**src/rtl/ehm_pkg.sv**
```systemverilog
package ehm_pkg;

    typedef enum logic {
        AL_ARMED   = 1'b0,
        AL_TRIPPED = 1'b1
    } alarm_state_e;

    typedef struct packed {
        logic monobit;
        logic poker;
        logic longrun;
        logic noise;
        logic stuck;
    } health_evt_t;

endpackage

```
**src/rtl/ehm_window_stats.sv**
```systemverilog
module ehm_window_stats #(
    parameter int WINDOW_BITS = 20000,
    parameter int MONO_LO     = 9654,
    parameter int MONO_HI     = 10346,
    parameter int POKER_LO    = 1563176,
    parameter int POKER_HI    = 1576928
) (
    input  logic clk,
    input  logic rst_n,
    input  logic bit_valid,
    input  logic bit_in,
    output logic mono_fail,
    output logic poker_fail
);
    localparam int NIBBLES = WINDOW_BITS / 4;
    localparam int POS_W   = $clog2(WINDOW_BITS);
    localparam int ONES_W  = $clog2(WINDOW_BITS + 1);
    localparam int BIN_W   = $clog2(NIBBLES + 1);
    localparam int SUM_W   = $clog2(NIBBLES * NIBBLES + 1);
    localparam logic [POS_W-1:0]  LAST_POS = POS_W'(WINDOW_BITS - 1);
    localparam logic [ONES_W-1:0] ONES_LO  = ONES_W'(MONO_LO);
    localparam logic [ONES_W-1:0] ONES_HI  = ONES_W'(MONO_HI);
    localparam logic [SUM_W-1:0]  SQ_LO    = SUM_W'(POKER_LO);
    localparam logic [SUM_W-1:0]  SQ_HI    = SUM_W'(POKER_HI);

    logic [POS_W-1:0]  bit_pos;
    logic [ONES_W-1:0] ones_q;
    logic [ONES_W-1:0] ones_nx;
    logic [SUM_W-1:0]  sq_sum;
    logic [SUM_W-1:0]  sum_nx;
    logic [2:0]        nib_acc;
    logic [3:0]        nib_val;
    logic              nib_done;
    logic              win_end;
    logic [BIN_W-1:0]  bin_q [16];
    logic [BIN_W-1:0]  bin_sel;

    always_comb begin
        nib_val  = {nib_acc, bit_in};
        nib_done = (bit_pos[1:0] == 2'b11);
        win_end  = (bit_pos == LAST_POS);
        ones_nx  = ones_q + ONES_W'(bit_in);
        bin_sel  = bin_q[nib_val];
        // (c+1)^2 - c^2 = 2c+1: the square sum grows incrementally
        sum_nx   = nib_done ? sq_sum + {{(SUM_W-BIN_W-1){1'b0}}, bin_sel, 1'b1}
                            : sq_sum;
    end

    for (genvar g = 0; g < 16; g++) begin : g_bin
        logic [BIN_W-1:0] cnt;
        always_ff @(posedge clk or negedge rst_n) begin
            if (!rst_n) begin
                cnt <= '0;
            end else if (bit_valid) begin
                if (win_end)
                    cnt <= '0;
                else if (nib_done && nib_val == 4'(g))
                    cnt <= cnt + BIN_W'(1);
            end
        end
        assign bin_q[g] = cnt;
    end

    always_ff @(posedge clk or negedge rst_n) begin
        if (!rst_n) begin
            bit_pos    <= '0;
            ones_q     <= '0;
            sq_sum     <= '0;
            nib_acc    <= '0;
            mono_fail  <= 1'b0;
            poker_fail <= 1'b0;
        end else begin
            mono_fail  <= 1'b0;
            poker_fail <= 1'b0;
            if (bit_valid) begin
                nib_acc <= {nib_acc[1:0], bit_in};
                if (win_end) begin
                    bit_pos    <= '0;
                    ones_q     <= '0;
                    sq_sum     <= '0;
                    mono_fail  <= !((ones_nx > ONES_LO) && (ones_nx < ONES_HI));
                    poker_fail <= !((sum_nx > SQ_LO) && (sum_nx < SQ_HI));
                end else begin
                    bit_pos <= bit_pos + POS_W'(1);
                    ones_q  <= ones_nx;
                    sq_sum  <= sum_nx;
                end
            end
        end
    end

    // a verdict only follows a taken bit
    p_mono_after_bit_r3: assert property (@(posedge clk) disable iff (!rst_n)
        mono_fail |-> $past(bit_valid));
    // window verdicts never repeat on consecutive cycles
    p_poker_single_r11: assert property (@(posedge clk) disable iff (!rst_n)
        poker_fail |=> !poker_fail);
    p_mono_single_r11: assert property (@(posedge clk) disable iff (!rst_n)
        mono_fail |=> !mono_fail);
endmodule

```
**src/rtl/ehm_run_detect.sv**
```systemverilog
module ehm_run_detect #(
    parameter int RUN_LEN = 34
) (
    input  logic clk,
    input  logic rst_n,
    input  logic bit_valid,
    input  logic bit_in,
    output logic hit
);
    localparam int LEN_W = $clog2(RUN_LEN + 1);
    localparam logic [LEN_W-1:0] LEN_MAX = LEN_W'(RUN_LEN);
    localparam logic [LEN_W-1:0] LEN_PRE = LEN_W'(RUN_LEN - 1);

    logic             seen;
    logic             last_bit;
    logic [LEN_W-1:0] run_len;
    logic             same;

    assign same = seen && (bit_in == last_bit);

    always_ff @(posedge clk or negedge rst_n) begin
        if (!rst_n) begin
            seen     <= 1'b0;
            last_bit <= 1'b0;
            run_len  <= '0;
            hit      <= 1'b0;
        end else begin
            hit <= 1'b0;
            if (bit_valid) begin
                seen     <= 1'b1;
                last_bit <= bit_in;
                hit      <= same && (run_len == LEN_PRE);
                if (!same)
                    run_len <= LEN_W'(1);
                else if (run_len != LEN_MAX)
                    run_len <= run_len + LEN_W'(1);
            end
        end
    end

    // a stretch reports once, so pulses never touch
    p_run_once_r6: assert property (@(posedge clk) disable iff (!rst_n)
        hit |=> !hit);
    // a hit only follows a taken bit
    p_run_taken_r2: assert property (@(posedge clk) disable iff (!rst_n)
        hit |-> $past(bit_valid));
endmodule

```
**src/rtl/ehm_word_repeat.sv**
```systemverilog
module ehm_word_repeat #(
    parameter int WORD_W = 32
) (
    input  logic clk,
    input  logic rst_n,
    input  logic bit_valid,
    input  logic bit_in,
    output logic hit
);
    localparam int POS_W = $clog2(WORD_W);
    localparam logic [POS_W-1:0] LAST_POS = POS_W'(WORD_W - 1);

    logic [WORD_W-2:0] shreg;
    logic [WORD_W-1:0] word_now;
    logic [WORD_W-1:0] prev_word;
    logic [POS_W-1:0]  wpos;
    logic              have_word;
    logic              word_done;

    assign word_now  = {shreg, bit_in};
    assign word_done = (wpos == LAST_POS);

    always_ff @(posedge clk or negedge rst_n) begin
        if (!rst_n) begin
            shreg     <= '0;
            prev_word <= '0;
            wpos      <= '0;
            have_word <= 1'b0;
            hit       <= 1'b0;
        end else begin
            hit <= 1'b0;
            if (bit_valid) begin
                shreg <= word_now[WORD_W-2:0];
                if (word_done) begin
                    wpos      <= '0;
                    prev_word <= word_now;
                    have_word <= 1'b1;
                    hit       <= have_word && (word_now == prev_word);
                end else begin
                    wpos <= wpos + POS_W'(1);
                end
            end
        end
    end

    // words are WORD_W bits apart, so flags never touch
    p_stuck_single_r8: assert property (@(posedge clk) disable iff (!rst_n)
        hit |=> !hit);
endmodule

```
**src/rtl/ehm_alarm_fsm.sv**
```systemverilog
module ehm_alarm_fsm
    import ehm_pkg::*;
#(
    parameter int CNT_W = 8
) (
    input  logic             clk,
    input  logic             rst_n,
    input  health_evt_t      evt,
    input  logic [CNT_W-1:0] thresh,
    input  logic             clear,
    output logic             shutdown
);
    localparam int ADD_W = $clog2($bits(health_evt_t) + 1);

    alarm_state_e     state, state_nx;
    logic [CNT_W-1:0] fail_cnt;
    logic [CNT_W-1:0] cnt_next;
    logic [CNT_W:0]   cnt_sum;
    logic [ADD_W-1:0] n_evt;
    logic             trip;

    always_comb begin
        n_evt    = ADD_W'($countones(evt));
        cnt_sum  = {1'b0, fail_cnt} + (CNT_W+1)'(n_evt);
        cnt_next = cnt_sum[CNT_W] ? '1 : cnt_sum[CNT_W-1:0];
        trip     = (thresh != '0) && (cnt_next >= thresh);
    end

    always_comb begin
        state_nx = state;
        unique case (state)
            AL_ARMED:   if (!clear && trip) state_nx = AL_TRIPPED;
            AL_TRIPPED: if (clear)          state_nx = AL_ARMED;
            default:                        state_nx = AL_ARMED;
        endcase
    end

    always_ff @(posedge clk or negedge rst_n) begin
        if (!rst_n) begin
            state    <= AL_ARMED;
            fail_cnt <= '0;
        end else begin
            state    <= state_nx;
            fail_cnt <= clear ? '0 : cnt_next;
        end
    end

    always_comb shutdown = (state == AL_TRIPPED);

    // once raised, shutdown holds until cleared
    p_sticky_r9: assert property (@(posedge clk) disable iff (!rst_n)
        (shutdown && !clear) |=> shutdown);
    // a zero threshold never trips
    p_zero_thresh_r9: assert property (@(posedge clk) disable iff (!rst_n)
        (thresh == '0 && !shutdown) |=> !shutdown);
    // clear always releases
    p_clear_release_r10: assert property (@(posedge clk) disable iff (!rst_n)
        clear |=> !shutdown);
endmodule

```
**src/rtl/entropy_health_mon.sv**
```systemverilog
module entropy_health_mon
    import ehm_pkg::*;
#(
    parameter int WINDOW_BITS = 20000,
    parameter int MONO_LO     = 9654,
    parameter int MONO_HI     = 10346,
    parameter int POKER_LO    = 1563176,
    parameter int POKER_HI    = 1576928,
    parameter int LONG_RUN    = 34,
    parameter int NOISE_RUN   = 48,
    parameter int WORD_W      = 32,
    parameter int ALARM_W     = 8
) (
    input  logic               clk,
    input  logic               rst_n,
    input  logic               bit_valid,
    input  logic               bit_in,
    input  logic [ALARM_W-1:0] alarm_thresh,
    input  logic               shutdown_clear,
    output logic               evt_monobit,
    output logic               evt_poker,
    output logic               evt_longrun,
    output logic               evt_noise,
    output logic               evt_stuck,
    output logic               shutdown_req
);
    health_evt_t evt;

    ehm_window_stats #(
        .WINDOW_BITS(WINDOW_BITS), .MONO_LO(MONO_LO), .MONO_HI(MONO_HI),
        .POKER_LO(POKER_LO), .POKER_HI(POKER_HI)
    ) u_window (
        .clk(clk), .rst_n(rst_n), .bit_valid(bit_valid), .bit_in(bit_in),
        .mono_fail(evt.monobit), .poker_fail(evt.poker)
    );

    ehm_run_detect #(.RUN_LEN(LONG_RUN)) u_run_long (
        .clk(clk), .rst_n(rst_n), .bit_valid(bit_valid), .bit_in(bit_in),
        .hit(evt.longrun)
    );

    ehm_run_detect #(.RUN_LEN(NOISE_RUN)) u_run_noise (
        .clk(clk), .rst_n(rst_n), .bit_valid(bit_valid), .bit_in(bit_in),
        .hit(evt.noise)
    );

    ehm_word_repeat #(.WORD_W(WORD_W)) u_word (
        .clk(clk), .rst_n(rst_n), .bit_valid(bit_valid), .bit_in(bit_in),
        .hit(evt.stuck)
    );

    ehm_alarm_fsm #(.CNT_W(ALARM_W)) u_alarm (
        .clk(clk), .rst_n(rst_n), .evt(evt), .thresh(alarm_thresh),
        .clear(shutdown_clear), .shutdown(shutdown_req)
    );

    assign evt_monobit = evt.monobit;
    assign evt_poker   = evt.poker;
    assign evt_longrun = evt.longrun;
    assign evt_noise   = evt.noise;
    assign evt_stuck   = evt.stuck;

    // the 48-bit stretch can only complete after the 34-bit one has fired
    p_noise_not_with_long_r7: assert property (@(posedge clk) disable iff (!rst_n)
        evt_noise |-> !evt_longrun);
endmodule

```
**config.mk**
```make
export PLATFORM = sky130hd
export DESIGN_NAME = entropy_health_mon
export DESIGN_NICKNAME = d
export VERILOG_FILES = /design/src/rtl/ehm_pkg.sv /design/src/rtl/ehm_window_stats.sv /design/src/rtl/ehm_run_detect.sv /design/src/rtl/ehm_word_repeat.sv /design/src/rtl/ehm_alarm_fsm.sv /design/src/rtl/entropy_health_mon.sv
export SDC_FILE = /design/constraint.sdc
export NUM_CORES = 1
export LEC_CHECK = 0
export BUFFER_PORTS_ARGS = -buffer_cell sky130_fd_sc_hd__buf_2
export CELL_PAD_IN_SITES_DETAIL_PLACEMENT = 1
export CELL_PAD_IN_SITES_GLOBAL_PLACEMENT = 1
export CORE_UTILIZATION = 51
export DETAILED_ROUTE_END_ITERATION = 7
export HOLD_SLACK_MARGIN = 0.08
export PLACE_DENSITY_LB_ADDON = 0.1
export SYNTH_ARGS = -nofsm -noshare
export SYNTH_HDL_FRONTEND = slang
export SYNTH_SLANG_ARGS = --single-unit
```
**constraint.sdc**
```tcl
create_clock -name clk -period 4.8 [get_ports clk]
set_input_delay 0.24 -clock clk [delete_from_list [all_inputs] [get_ports clk]]
set_output_delay 0.24 -clock clk [all_outputs]
set_load 0.1 [all_outputs]
```
==> results of run 1 <==
[worst register-to-register path: stages, from the launching register on]
cell and delay, ns:
dfrtp_2 0.65, buf_12 0.24, mux4_2 0.36, mux4_2 0.51, ha_1 0.42, o211ai_1 0.13
o21a_1 0.23, a211oi_1 0.50, o21ai_0 0.27, nor3_1 0.26, xnor2_1 0.23, o2111ai_1 0.19
o32ai_1 0.21, a31oi_1 0.13
[Yosys cell counts, types with 8 or more instances]
cell	number
xor2_1	135
o22ai_1	9
nand2_1	205
o2bb2ai_1	12
inv_1	30
dfrtp_1	359
a32o_1	15
nor3_1	26
a21oi_1	101
or3_1	68
buf_1	12
nor2b_1	11
nand2b_1	20
nand4_1	55
nor2_1	189
and3_1	50
mux2_2	65
o21ai_0	124
buf_2	8
mux4_2	65
xnor2_1	41
a21o_1	13
and3_2	8
nand2b_2	8
o31ai_1	22
a22o_1	13
nand3_1	87
ha_1	56
clkbuf_1	64
[final timing paths]
| check | startpoint | endpoint | cells past startpoint |
|---|---|---|---|
| max | u_word.shreg[0] | u_window.poker_fail | 13 |
| min | alarm_thresh[7] | u_alarm.shutdown | 3 |
| max reg2reg | u_word.shreg[0] | u_window.poker_fail | 13 |
| min reg2reg | u_word.have_word | u_word.have_word | 1 |
| max in group asynchronous | rst_n | u_window.sq_sum[0] | 3 |
| min in group asynchronous | rst_n | u_window.sq_sum[21] | 2 |
[per-layer routing]
layer	global-route usage, %	up-vias	share of wire [%]
li1	-	7114	-
met1	36.0	8056	43
met2	48.1	254	50
met3	4.57	102	3.9
met4	10.2	4	3.0
met5	0	-	0.043
[registers in the layout, indices dropped and copies added, names as in the netlist, 5 cells and up]
name,count
u_window.g_bin.cnt,208
u_word.prev_word,32
u_word.shreg,31
u_window.sq_sum,25
u_window.bit_pos,15
u_window.ones_q,15
u_alarm.fail_cnt,8
u_run_long.run_len,6
u_run_noise.run_len,6
u_word.wpos,5
[what timing repair did]
action	in CTS	in global routing
endpoints found under the hold margin	118	0
setup endpoints to repair	0	1
hold buffers	2	0
resized for setup	0	1
[power by group through the flow]
stage	registers, uW	logic, uW	clock network (uW)
2_1_floorplan	3750	1030	0
3_3_place_gp	3900	1280	0
3_5_place_dp	3930	1360	0
4_1_cts	3890	1380	3240
5_1_grt	3960	1530	3360
6_report	3900	1360	3180
[cells by family after synthesis]
logic type	synth area share [%]
AOI/OAI and AO/OA	10.7
xor gates and xnor gates	7.71
DFF	44.9
and+or+nand+nor	19.2
buffers and inverters	2.30
adders and majority gates	3.90
muxes	11.3
[layout make-up]
| cell class | count | area share [%] |
|---|---|---|
| clock inverters | 16 | 0.933 |
| diodes | 2 | 0.0226 |
| inverters | 30 | 0.509 |
| repair buffers | 53 | 2.13 |
| well taps | 518 | 2.93 |
| multi-input cells | 1492 | 47.8 |
| flip-flops and latches | 359 | 40.6 |
| clock buffers | 56 | 5.12 |
[per-stage QoR]
stage / instances / area [um^2] / hold slack, ns / worst slack (ns) / total power, uW
global route: 2524 / 22100 / 0.144 / 0.0353 / 8850
CTS: 2524 / 22100 / 0.0905 / 0.229 / 8520
global placement: 2450 / 20800 / 0.361 / 0.365 / 5180
detailed placement: 2450 / 20800 / 0.359 / 0.236 / 5300
finish: 2526 / 22100 / 0.119 / 0.335 / 8440
floorplan: 1967 / 20000 / -0.0556 / 0.0368 / 4780
==> metrics.md, run 1 <==
| Metric | Value |
|---|---|
| Status | `completed` |
| Post-synth top area share | `between 40% and 50%` |
| Critical-path cell list | `buf_12 > mux4_2 > mux4_2 > ha_1 > o211ai_1 > o21a_1 > a211oi_1 > o21ai_0 > nor3_1 > xnor2_1 > o2111ai_1 > o32ai_1 > a31oi_1` |
| Post-Syn Instances | `1967` |
| Longest Clk Path Bufs | `3` |
| Slowest stage delay, CP | `0.65 ns` |
| Most used cell, CP | `mux4_2` |
| Most frequent cells in the layout | `dfrtp_1 (358), nand2_1 (205), nor2_1 (189)` |
| DR DRC count | `0` |
| Cell accounting for the most synthesized area | `dfrtp_1` |
| Layout cells sized above 1 | `14.0%` |
| Postcts setup bufs | `0` |
| Mapped Area | `20000 um^2` |
| Total negative slack | `0 ns` |
| Global-route wire length before repair | `88000 um` |
| Multi-input combinational cell area | `10600 um^2` |
| Hold Violations, Final | `0` |
| Initial antenna violation count | `4` |
| Crit path kind | `reg -> reg` |
| Syn. warnings | `0` |
| Htree depth | `2` |
| Die width | `200 um` |
| CTS tree | `built` |
| Clock power share | `37.7%` |
| Core area | `roughly 39000 um^2` |
| DRT antenna net count | `0` |
| Reg clk slew, reported paths | `about 0.06 ns` |
| Crit path max fanout | `18` |
| WL final | `53900 um` |
| Setup crit end kind | `flip-flop` |
| GR Util All Layers | `28.1%` |
| Setup-failing EPs final | `0` |
| Worst clock skew | `0.0207 ns` |
| Sequential-to-total area share from yosys stat | `between 40% and 50%` |
| Fmax | `224 MHz` |
| Vias/cell | `6.15` |
| Asr flop ratio synth | `100%` |
| Max-slew violations | `0` |
| Core Util, Final | `57.3%` |
| Port bufs | `18` |
| Vias in the first global route | `16600` |
| Worst setup SP type | `flip-flop` |
| Clk sinks | `359` |
| Hold Path Class | `in -> reg` |
| Pin count of the biggest net entering global routing | `114` |
| Crit path max-delay family | `compound AO/OA/AOI/OAI gates` |
| Syn nets | `2040` |
| Seq cells post-synth | `359` |
| Worst path bufs/invs | `1` |
| Nets@finish | `2050` |
| Leakage power | `0.0100 uW` |
| Worst skew pair latency | `0.57 ns` |
| Unique masters post-synth | `67` |
| VDD IR max | `approximately 0.25 mV` |
| Num CTS Buffers | `41` |
| DP Wirelength | `between 30000 and 40000 um` |
| Routability cong. | `0.830` |
| Syn Area/Cell | `10.2 um^2` |
| Grt ovf | `0` |
| Critical Path AT | `4.91 ns` |
| Total number of vias | `15500` |
| Synth Flop Type | `dfrtp_1` |
| Area contributors post-synth | `dfrtp_1 (45%), mux4_2 (7.3%), xor2_1 (5.9%)` |
| Cell Rows | `slightly above 70` |
| Slew margin rel. | `approximately a quarter` |
| Seq. cell area | `8980 um^2` |
| R2R Setup Slk | `0.34 ns` |
| Max-cap viol count | `0` |
| CP required | `5.24 ns` |
| Fillcell total | `4210` |
| RSZ-0062 raised after global routing | `no` |
| Die Span Y | `around 200 um` |
| Area Growth Syn to Fin | `10.6%` |
| Commonest non-fill, non-tap cell in the layout | `dfrtp_1` |
| Crit-path slowest cell | `dfrtp_2` |
| Wirelength per Cell | `21.4 um` |
| First-pass iteration count of the detailed router | `7` |
| Sw Ratio | `29.4%` |
| Worst slew pin tran | `~1.1 ns` |
| Root buffer cell | `clkbuf_16` |
| Register share of total power | `46.2%` |
| Power per cell area | `382 nW/um^2` |
| Internal power | `5960 uW` |
| Initial Utilization | `51.8%` |
| Total Die Area | `40000 um^2` |
| Post-synth EDFFs | `0` |
| Starting DRC count in detailed routing | `roughly 850` |
| Io pins | `19` |
| Switch Pwr | `2480 uW` |
| Combinational Power Share | `16.1%` |
| Final period util | `93.0%` |
| Min Tclk post-route | `4.46 ns` |
(Power assumes the default switching activity.)
==> run 2, diff against run 1 <==
--- a/config.mk
+++ b/config.mk
@@ -5,10 +5,12 @@
 export SDC_FILE = /design/constraint.sdc
 export NUM_CORES = 1
 export LEC_CHECK = 0
-export BUFFER_PORTS_ARGS = -buffer_cell sky130_fd_sc_hd__buf_2
+export ABC_AREA = 1
+export BUFFER_PORTS_ARGS = -buffer_cell sky130_fd_sc_hd__clkbuf_2
+export CAP_MARGIN = 20
 export CELL_PAD_IN_SITES_DETAIL_PLACEMENT = 1
 export CELL_PAD_IN_SITES_GLOBAL_PLACEMENT = 1
-export CORE_UTILIZATION = 51
+export CORE_UTILIZATION = 48
 export DETAILED_ROUTE_END_ITERATION = 7
 export HOLD_SLACK_MARGIN = 0.08
 export PLACE_DENSITY_LB_ADDON = 0.1
==> metrics.md, run 2 <==
| Metric | Value |
|---|---|
| Top post-synthesis cells by count | `nand2_1 (457), inv_1 (422), dfrtp_1 (359), o21ai_0 (328), a21oi_1 (304) (was dfrtp_1 (359), nand2_1 (205), nor2_1 (189), xor2_1 (135), o21ai_0 (124))` |
| Hold WS | `0.161 ns (was 0.119 ns)` |
| Area Growth Syn to Fin | `10.0% (was 10.6%)` |
| Routability cong. | `0.913 (was 0.830)` |
| Area contributors post-synth | `dfrtp_1 (43%), nand2_1 (8.1%), o21ai_0 (7.8%) (was dfrtp_1 (45%), mux4_2 (7.3%), xor2_1 (5.9%))` |
| Hold Path Class | `in -> reg (unchanged)` |
| Global-route wire length before repair | `108000 um (was 88000 um)` |
| Most used cell, CP | `nand2_1 (was mux4_2)` |
| Max layer used | `met5 (unchanged)` |
| Asr flop ratio synth | `100% (unchanged)` |
| Reg-to-reg startpoint | `u_word.shreg[0] (unchanged)` |
| Worst skew pair latency | `0.60 ns (was 0.57 ns)` |
| Multi-input combinational cell area | `10100 um^2 (was 10600 um^2)` |
| Worst clock skew | `0.0354 ns (was 0.0207 ns)` |
| Most frequent cells in the layout | `nand2_1 (456), inv_1 (420), dfrtp_1 (358) (was dfrtp_1 (358), nand2_1 (205), nor2_1 (189))` |
| CTS tree | `built (unchanged)` |
| Syn. warnings | `0 (unchanged)` |
| Crit path kind | `reg -> reg (unchanged)` |
| Clock power share | `32.1% (was 37.7%)` |
| Fmax | `241 MHz (was 224 MHz)` |
| Nets@finish | `2893 (was 2050)` |
| Htree depth | `2 (unchanged)` |
| Leakage power | `0.0111 uW (was 0.0100 uW)` |
| Syn nets | `2895 (was 2040)` |
| Reg clk slew, reported paths | `0.06 ns (about the same)` |
| Longest Clk Path Bufs | `3 (unchanged)` |
| Status | `completed (unchanged)` |
| Pin count of the biggest net entering global routing | `140 (was 114)` |
| First-pass iteration count of the detailed router | `5 (was 7)` |
| Max-cap viol count | `0 (unchanged)` |
| Initial antenna violation count | `4 (unchanged)` |
| Core area | `43200 um^2 (was 38600 um^2)` |
| Io pins | `19 (unchanged)` |
| Syn Area/Cell | `7.48 um^2 (was 10.2 um^2)` |
| DRT antenna net count | `0 (unchanged)` |
| Sequential-to-total area share from yosys stat | `42.6% (was 44.9%)` |
| Vias/cell | `5.75 (was 6.15)` |
| Internal power | `6380 uW (was 5960 uW)` |
| Max reg flops | `208 (unchanged)` |
| Unique masters post-synth | `53 (was 67)` |
| Startpoint of the worst hold path | `alarm_thresh[4] (was alarm_thresh[7])` |
| Commonest non-fill, non-tap cell in the layout | `nand2_1 (was dfrtp_1)` |
| Crit. Startpoint | `u_word.shreg[0] (unchanged)` |
| Total number of vias | `19800 (was 15500)` |
| Register share of total power | `40.5% (was 46.2%)` |
| CP required | `5.25 ns (was 5.24 ns)` |
| Crit-path slowest cell | `or4_1 (was dfrtp_2)` |
| Postcts setup bufs | `0 (unchanged)` |
| Synth Flop Type | `dfrtp_1 (unchanged)` |
| Seq. cell area | `8980 um^2 (unchanged)` |
| Hold Violations, Final | `0 (unchanged)` |
| RSZ-0062 raised after global routing | `no (unchanged)` |
| Starting DRC count in detailed routing | `1256 (was 848)` |
| Switch Pwr | `3670 uW (was 2480 uW)` |
| Vias in the first global route | `20700 (was 16600)` |
| Slew margin rel. | `42.4% (was 25.9%)` |
| Die width | `212 um (was 200 um)` |
| Crit path max fanout | `27 (was 18)` |
| Critical Path AT | `4.60 ns (was 4.91 ns)` |
| Metal2 WL | `30800 um (was 27000 um)` |
| Worst setup SP type | `flip-flop (unchanged)` |
| Critical-path cell list | `inv_2 > buf_4 > nor2_1 > o21ai_0 > a21oi_1 > or4_1 > ha_1 > nand2_1 > nor2_1 > nand3_1 > nand2_1 > nand2_1 > nand2_1 > nand2_1 > nor2_1 > nand2_1 > nand2_1 > nand3_1 > o21ai_0 > nand3_1 > nor2_1 > nor2_1 (was buf_12 > mux4_2 > mux4_2 > ha_1 > o211ai_1 > o21a_1 > a211oi_1 > o21ai_0 > nor3_1 > xnor2_1 > o2111ai_1 > o32ai_1 > a31oi_1)` |
| Combinational Power Share | `27.4% (was 16.1%)` |
| Largest registers | `u_window.g_bin.cnt x208, u_word.prev_word x32, u_word.shreg x31 (unchanged)` |
| Met3 WL | `2780 um (was 2110 um)` |
| Clk sinks | `359 (unchanged)` |
| GR Util All Layers | `30.3% (was 28.1%)` |
| WL final | `65600 um (was 53900 um)` |
| DR DRC count | `0 (unchanged)` |
| Num CTS Buffers | `43 (was 41)` |
| Mapped Area | `21100 um^2 (was 20000 um^2)` |
| Final period util | `86.4% (was 93.0%)` |
| Grt ovf | `0 (unchanged)` |
| Met1 wire length | `30200 um (was 23200 um)` |
| Cell Rows | `76 (was 72)` |
| Slowest stage delay, CP | `0.55 ns (was 0.65 ns)` |
| Wirelength per Cell | `19.1 um (was 21.4 um)` |
| Min Tclk post-route | `4.15 ns (was 4.46 ns)` |
| Die Span Y | `212 um (was 200 um)` |
| Setup crit end kind | `flip-flop (unchanged)` |
| VDD IR max | `0.277 mV (was 0.250 mV)` |
| Seq cells post-synth | `359 (unchanged)` |
| Biggest register | `u_window.g_bin.cnt (unchanged)` |
| Most common cell in the netlist | `nand2_1 (was dfrtp_1)` |
| Initial Utilization | `48.9% (was 51.8%)` |
| Worst slew pin tran | `0.864 ns (was 1.11 ns)` |
| Layout cells sized above 1 | `6.14% (was 14.0%)` |
| Total Die Area | `44800 um^2 (was 40000 um^2)` |
| Root buffer cell | `clkbuf_16 (unchanged)` |
| Sw Ratio | `36.5% (was 29.4%)` |
| Post-Syn Instances | `2822 (was 1967)` |
| Port bufs | `18 (unchanged)` |
| Cell accounting for the most synthesized area | `dfrtp_1 (unchanged)` |
| DP Wirelength | `47200 um (was 37700 um)` |
| Max-slew violations | `0 (unchanged)` |
| Cts repair resizes | `0 (unchanged)` |
| Post-synth EDFFs | `0 (unchanged)` |
| Fillcell total | `5493 (was 4210)` |
| Total negative slack | `0 ns (unchanged)` |
| Setup-failing EPs final | `0 (unchanged)` |
| Post-synth top area share | `42.6% (was 44.9%)` |
| Power per cell area | `433 nW/um^2 (was 382 nW/um^2)` |
## run 2: changes by cell type in the layout (fill, tap and decap cells not counted), sizes merged, moves of 29 or more
cell   previous run  this run
nor3             26       148
o21ai           124       337
nor4              8        37
or3              68         0
mux2             65         0
mux4             65         0
nand3            87       165
and3             58         9
xor2            135        33
a21oi           101       305
xnor2            41         6
nand2           209       460
inv              31       433
## run 2: path summary, 6_finish.rpt
| kind | endpoint | slack (ns) | cells after the start |
|---|---|---|---|
| min | u_alarm.shutdown | 0.16 | 4 |
| max | u_window.poker_fail | 0.65 | 22 |
| max in group asynchronous | u_window.g_bin[0].cnt[8] | 3.19 | 3 |
| min in group asynchronous | u_alarm.shutdown | 0.26 | 2 |
| min reg2reg | u_run_long.seen | 0.46 | 2 |
| max reg2reg | u_window.poker_fail | 0.65 | 22 |
## run 2: cell families after synthesis
| group | share of synthesized area, % |
|---|---|
| buf+inv | 9.46 |
| simple gates | 24.6 |
| xor+xnor | 1.62 |
| flops | 42.6 |
| compound gates | 18.0 |
| fa+ha+maj | 3.70 |
## run 2: layout make-up
type	count	area share, %
multi-input cells	1936	43.6
clock buffers	65	5.47
repair buffers	46	1.55
inverters	434	7.02
clock inverters	11	0.437
well taps	585	3.15
flip-flops and latches	359	38.7
diodes	1	0.0108
## run 2: per-stage QoR
stage / util, % / worst slack, ns / cells / total power (uW) / instance area, um^2
2_1_floorplan: - / 0.662 / 2822 / 5920 / 21100
3_3_place_gp: 50.5 / 0.758 / 3357 / 6640 / 21800
3_5_place_dp: 50.5 / 0.696 / 3357 / 6820 / 21800
4_1_cts: 53.8 / 0.714 / 3436 / 10100 / 23200
5_1_grt: 53.8 / 0.215 / 3436 / 10700 / 23200
6_report: 53.8 / 0.654 / 3437 / 10100 / 23200
## run 2: routing by layer
| metal | vias to the layer above | GRT usage [%] |
|---|---|---|
| met5 | - | 0 |
| met4 | 4 | 9.22 |
| met3 | 114 | 5.06 |
| met2 | 310 | 49.8 |
| met1 | 9896 | 40.9 |
| li1 | 9452 | - |
## run 2: power groups by stage
stage          clock [uW]  sequential (uW)  combinational, uW
6_report             3230             4070               2750
5_1_grt              3410             4150               3130
4_1_cts              3280             4060               2750
3_5_place_dp            0             4110               2710
3_3_place_gp            0             4070               2570
2_1_floorplan           0             3960               1970
## run 2: what timing repair did
item | CTS | global route
setup endpoints to repair | 0 | 0
hold buffers | 3 | 0
endpoints found under the hold margin | 98 | 0
## run 2: worst max-delay path: cells and delay by family (launching register included)
kind	cells	cell delay [ns]
flip-flops	1	0.42
adder cells (fa/ha/maj)	1	0.38
AO/OA/AOI/OAI	3	0.50
AND/OR/NAND/NOR	16	2.12
buffers and inverters	2	0.57
==> run 3, diff against run 2 <==
--- a/config.mk
+++ b/config.mk
@@ -10,7 +10,9 @@
 export CAP_MARGIN = 20
 export CELL_PAD_IN_SITES_DETAIL_PLACEMENT = 1
 export CELL_PAD_IN_SITES_GLOBAL_PLACEMENT = 1
+export CORE_MARGIN = 3
 export CORE_UTILIZATION = 48
+export CTS_BUF_LIST = sky130_fd_sc_hd__clkbuf_16
 export DETAILED_ROUTE_END_ITERATION = 7
 export HOLD_SLACK_MARGIN = 0.08
 export PLACE_DENSITY_LB_ADDON = 0.1
==> metrics.md, run 3 (synthesis results as in run 2) <==
| Metric | Value |
|---|---|
| Layout cells sized above 1 | `5.96% (was 6.14%)` |
| First-pass iteration count of the detailed router | `5 (unchanged)` |
| Core Util, Final | `53.7% (was 53.8%)` |
| Final period util | `90.4% (was 86.4%)` |
| Met3 WL | `3380 um (was 2780 um)` |
| Met1 wire length | `29000 um (was 30200 um)` |
| Reg-to-reg startpoint | `u_word.shreg[0] (unchanged)` |
| Io pins | `19 (unchanged)` |
| Longest Clk Path Bufs | `3 (unchanged)` |
| Grt ovf | `0 (unchanged)` |
| Worst r2r dst | `u_window.poker_fail (unchanged)` |
| Htree depth | `2 (unchanged)` |
| Initial Utilization | `48.8% (was 48.9%)` |
| Core area | `43300 um^2 (was 43200 um^2)` |
| Max reg flops | `208 (unchanged)` |
| Reg clk slew, reported paths | `0.06 ns (about the same)` |
| Slew margin rel. | `29.2% (was 42.4%)` |
| Die width | `216 um (was 212 um)` |
| WHS Path Cells | `3 (was 4)` |
| Most frequent cells in the layout | `nand2_1 (456), inv_1 (425), dfrtp_1 (358) (was nand2_1 (456), inv_1 (420), dfrtp_1 (358))` |
| Metal2 WL | `32200 um (was 30800 um)` |
| DP Wirelength | `48100 um (was 47200 um)` |
| Crit. Startpoint | `u_word.shreg[0] (unchanged)` |
| Pin count of the biggest net entering global routing | `109 (was 140)` |
| Hold Violations, Final | `0 (unchanged)` |
| Worst skew pair latency | `0.58 ns (was 0.60 ns)` |
| Max-slew violations | `0 (unchanged)` |
| CP required | `5.23 ns (was 5.25 ns)` |
| DRT antenna net count | `0 (unchanged)` |
| Crit path max fanout | `30 (was 27)` |
| GR Util All Layers | `28.6% (was 30.3%)` |
| R2R Setup Slk | `0.46 ns (was 0.65 ns)` |
| Setup-failing EPs final | `0 (unchanged)` |
| Cell Rows | `76 (unchanged)` |
| Min Tclk post-route | `4.34 ns (was 4.15 ns)` |
| RSZ-0062 raised after global routing | `no (unchanged)` |
| Largest registers | `u_window.g_bin.cnt x208, u_word.prev_word x32, u_word.shreg x31 (unchanged)` |
| Critical Path AT | `4.77 ns (was 4.60 ns)` |
| Total negative slack | `0 ns (unchanged)` |
| Vias in the first global route | `20700 (about the same)` |
| Initial antenna violation count | `10 (was 4)` |
| Max-cap viol count | `0 (unchanged)` |
| R2R depth | `20 (was 22)` |
| Commonest non-fill, non-tap cell in the layout | `nand2_1 (unchanged)` |
| Area Growth Syn to Fin | `10.1% (was 10.0%)` |
| Total power | `10100 uW (about the same)` |
| Hold Path Class | `in -> reg (unchanged)` |
| Crit path kind | `reg -> reg (unchanged)` |
| Global-route wire length before repair | `108000 um (about the same)` |
| Fillcell total | `5433 (was 5493)` |
| Worst setup SP type | `flip-flop (unchanged)` |
| Die Span Y | `216 um (was 212 um)` |
| Post-Layout Cell Count | `3440 (was 3437)` |
| Leakage power | `0.0111 uW (about the same)` |
| Starting DRC count in detailed routing | `1314 (was 1256)` |
| Worst clock skew | `0.0172 ns (was 0.0354 ns)` |
| Routability cong. | `0.915 (was 0.913)` |
| CTS tree | `built (unchanged)` |
| Worst slew pin tran | `1.06 ns (was 0.864 ns)` |
| Placed insts | `3354 (was 3357)` |
| Setup crit end kind | `flip-flop (unchanged)` |
| Max layer used | `met5 (unchanged)` |
| Fmax | `230 MHz (was 241 MHz)` |
| Root buffer cell | `clkbuf_16 (unchanged)` |
| Power per cell area | `434 nW/um^2 (was 433 nW/um^2)` |
| Nets@finish | `2890 (was 2893)` |
| Clk sinks | `359 (unchanged)` |
| Total Die Area | `46500 um^2 (was 44800 um^2)` |
| DR DRC count | `0 (unchanged)` |
| Vias/cell | `5.78 (was 5.75)` |
| Biggest register | `u_window.g_bin.cnt (unchanged)` |
| Status | `completed (unchanged)` |
| VDD IR max | `0.283 mV (was 0.277 mV)` |
| Num CTS Buffers | `43 (unchanged)` |
| Wirelength per Cell | `19.4 um (was 19.1 um)` |
| Total number of vias | `19900 (was 19800)` |
| CP endpoint | `u_window.poker_fail (unchanged)` |
| WL final | `66600 um (was 65600 um)` |
| Port bufs | `18 (unchanged)` |
## run 3: cell count changes in the layout (fill, tap and decap cells not counted), moves of 5 or more
cell,previous run,this run
inv_1,420,425
buf_4,24,19
clkbuf_8,9,0
clkinv_1,2,15
clkbuf_1,12,0
## run 3: power by group
| group | internal [uW] | switching, uW | total (uW) |
|---|---|---|---|
| Sequential | 3580 | 519 | 4100 |
| Combinational | 924 | 1820 | 2750 |
| Clock | 1880 | 1360 | 3240 |
| Total | 6390 | 3710 | 10100 |
## run 3: worst min path at each step
stage,startpoint,end
after floorplan,rst_n,u_alarm.fail_cnt[0]
after CTS,bit_in,u_word.shreg[0]
after detailed placement,rst_n,u_alarm.shutdown
after global routing,alarm_thresh[3],u_alarm.shutdown
after global placement,rst_n,u_alarm.shutdown
final,bit_in,u_word.shreg[0]
## run 3: per-stage QoR
stage	area, um^2	hold WS (ns)	setup slack, ns
finish	23200	0.157	0.458
global route	23200	0.164	0.114
CTS	23200	0.130	0.513
detailed placement	21800	0.368	0.390
global placement	21800	0.357	0.507
floorplan	21100	-0.0556	0.662
## run 3: worst max-delay path, cell delays in order (launching register included)
cell and delay (ns):
dfrtp_2 0.69, buf_4 0.46, a21oi_1 0.08, o21ai_0 0.18, a21oi_1 0.16, or4_1 0.55
fa_1 0.43, nand2_1 0.10, nand2_1 0.12, nand3_1 0.14, nand2_1 0.14, nand2_1 0.09
nand2_1 0.17, nand2_1 0.14, o21ai_0 0.09, nand2_1 0.11, nand3_1 0.09, o21ai_0 0.18
nand3_1 0.09, nor2_1 0.12, nor2_1 0.05
## run 3: layout make-up
| cell class | instances | area (um^2) | area share, % |
|---|---|---|---|
| multi-input combinational | 1936 | 10100 | 43.6 |
| clock inverter | 36 | 280 | 1.21 |
| timing repair buffer | 43 | 363 | 1.56 |
| clock buffer | 44 | 1100 | 4.74 |
| antenna | 3 | 7.51 | 0.0323 |
| tap | 585 | 732 | 3.15 |
| sequential | 359 | 8980 | 38.7 |
| inverter | 434 | 1630 | 7.01 |
## run 3: metal layers
metal	global-route usage, %	vias to the layer above
li1	-	9447
met1	37.1	9881
met2	48.7	408
met3	4.75	134
met4	9.63	6
met5	0	-
## run 3: what timing repair did
item                      4_1_cts  5_1_grt
resized for setup               0        0
hold buffers                    3        0
buffers inserted                0        0
hold endpoints to repair      111        0
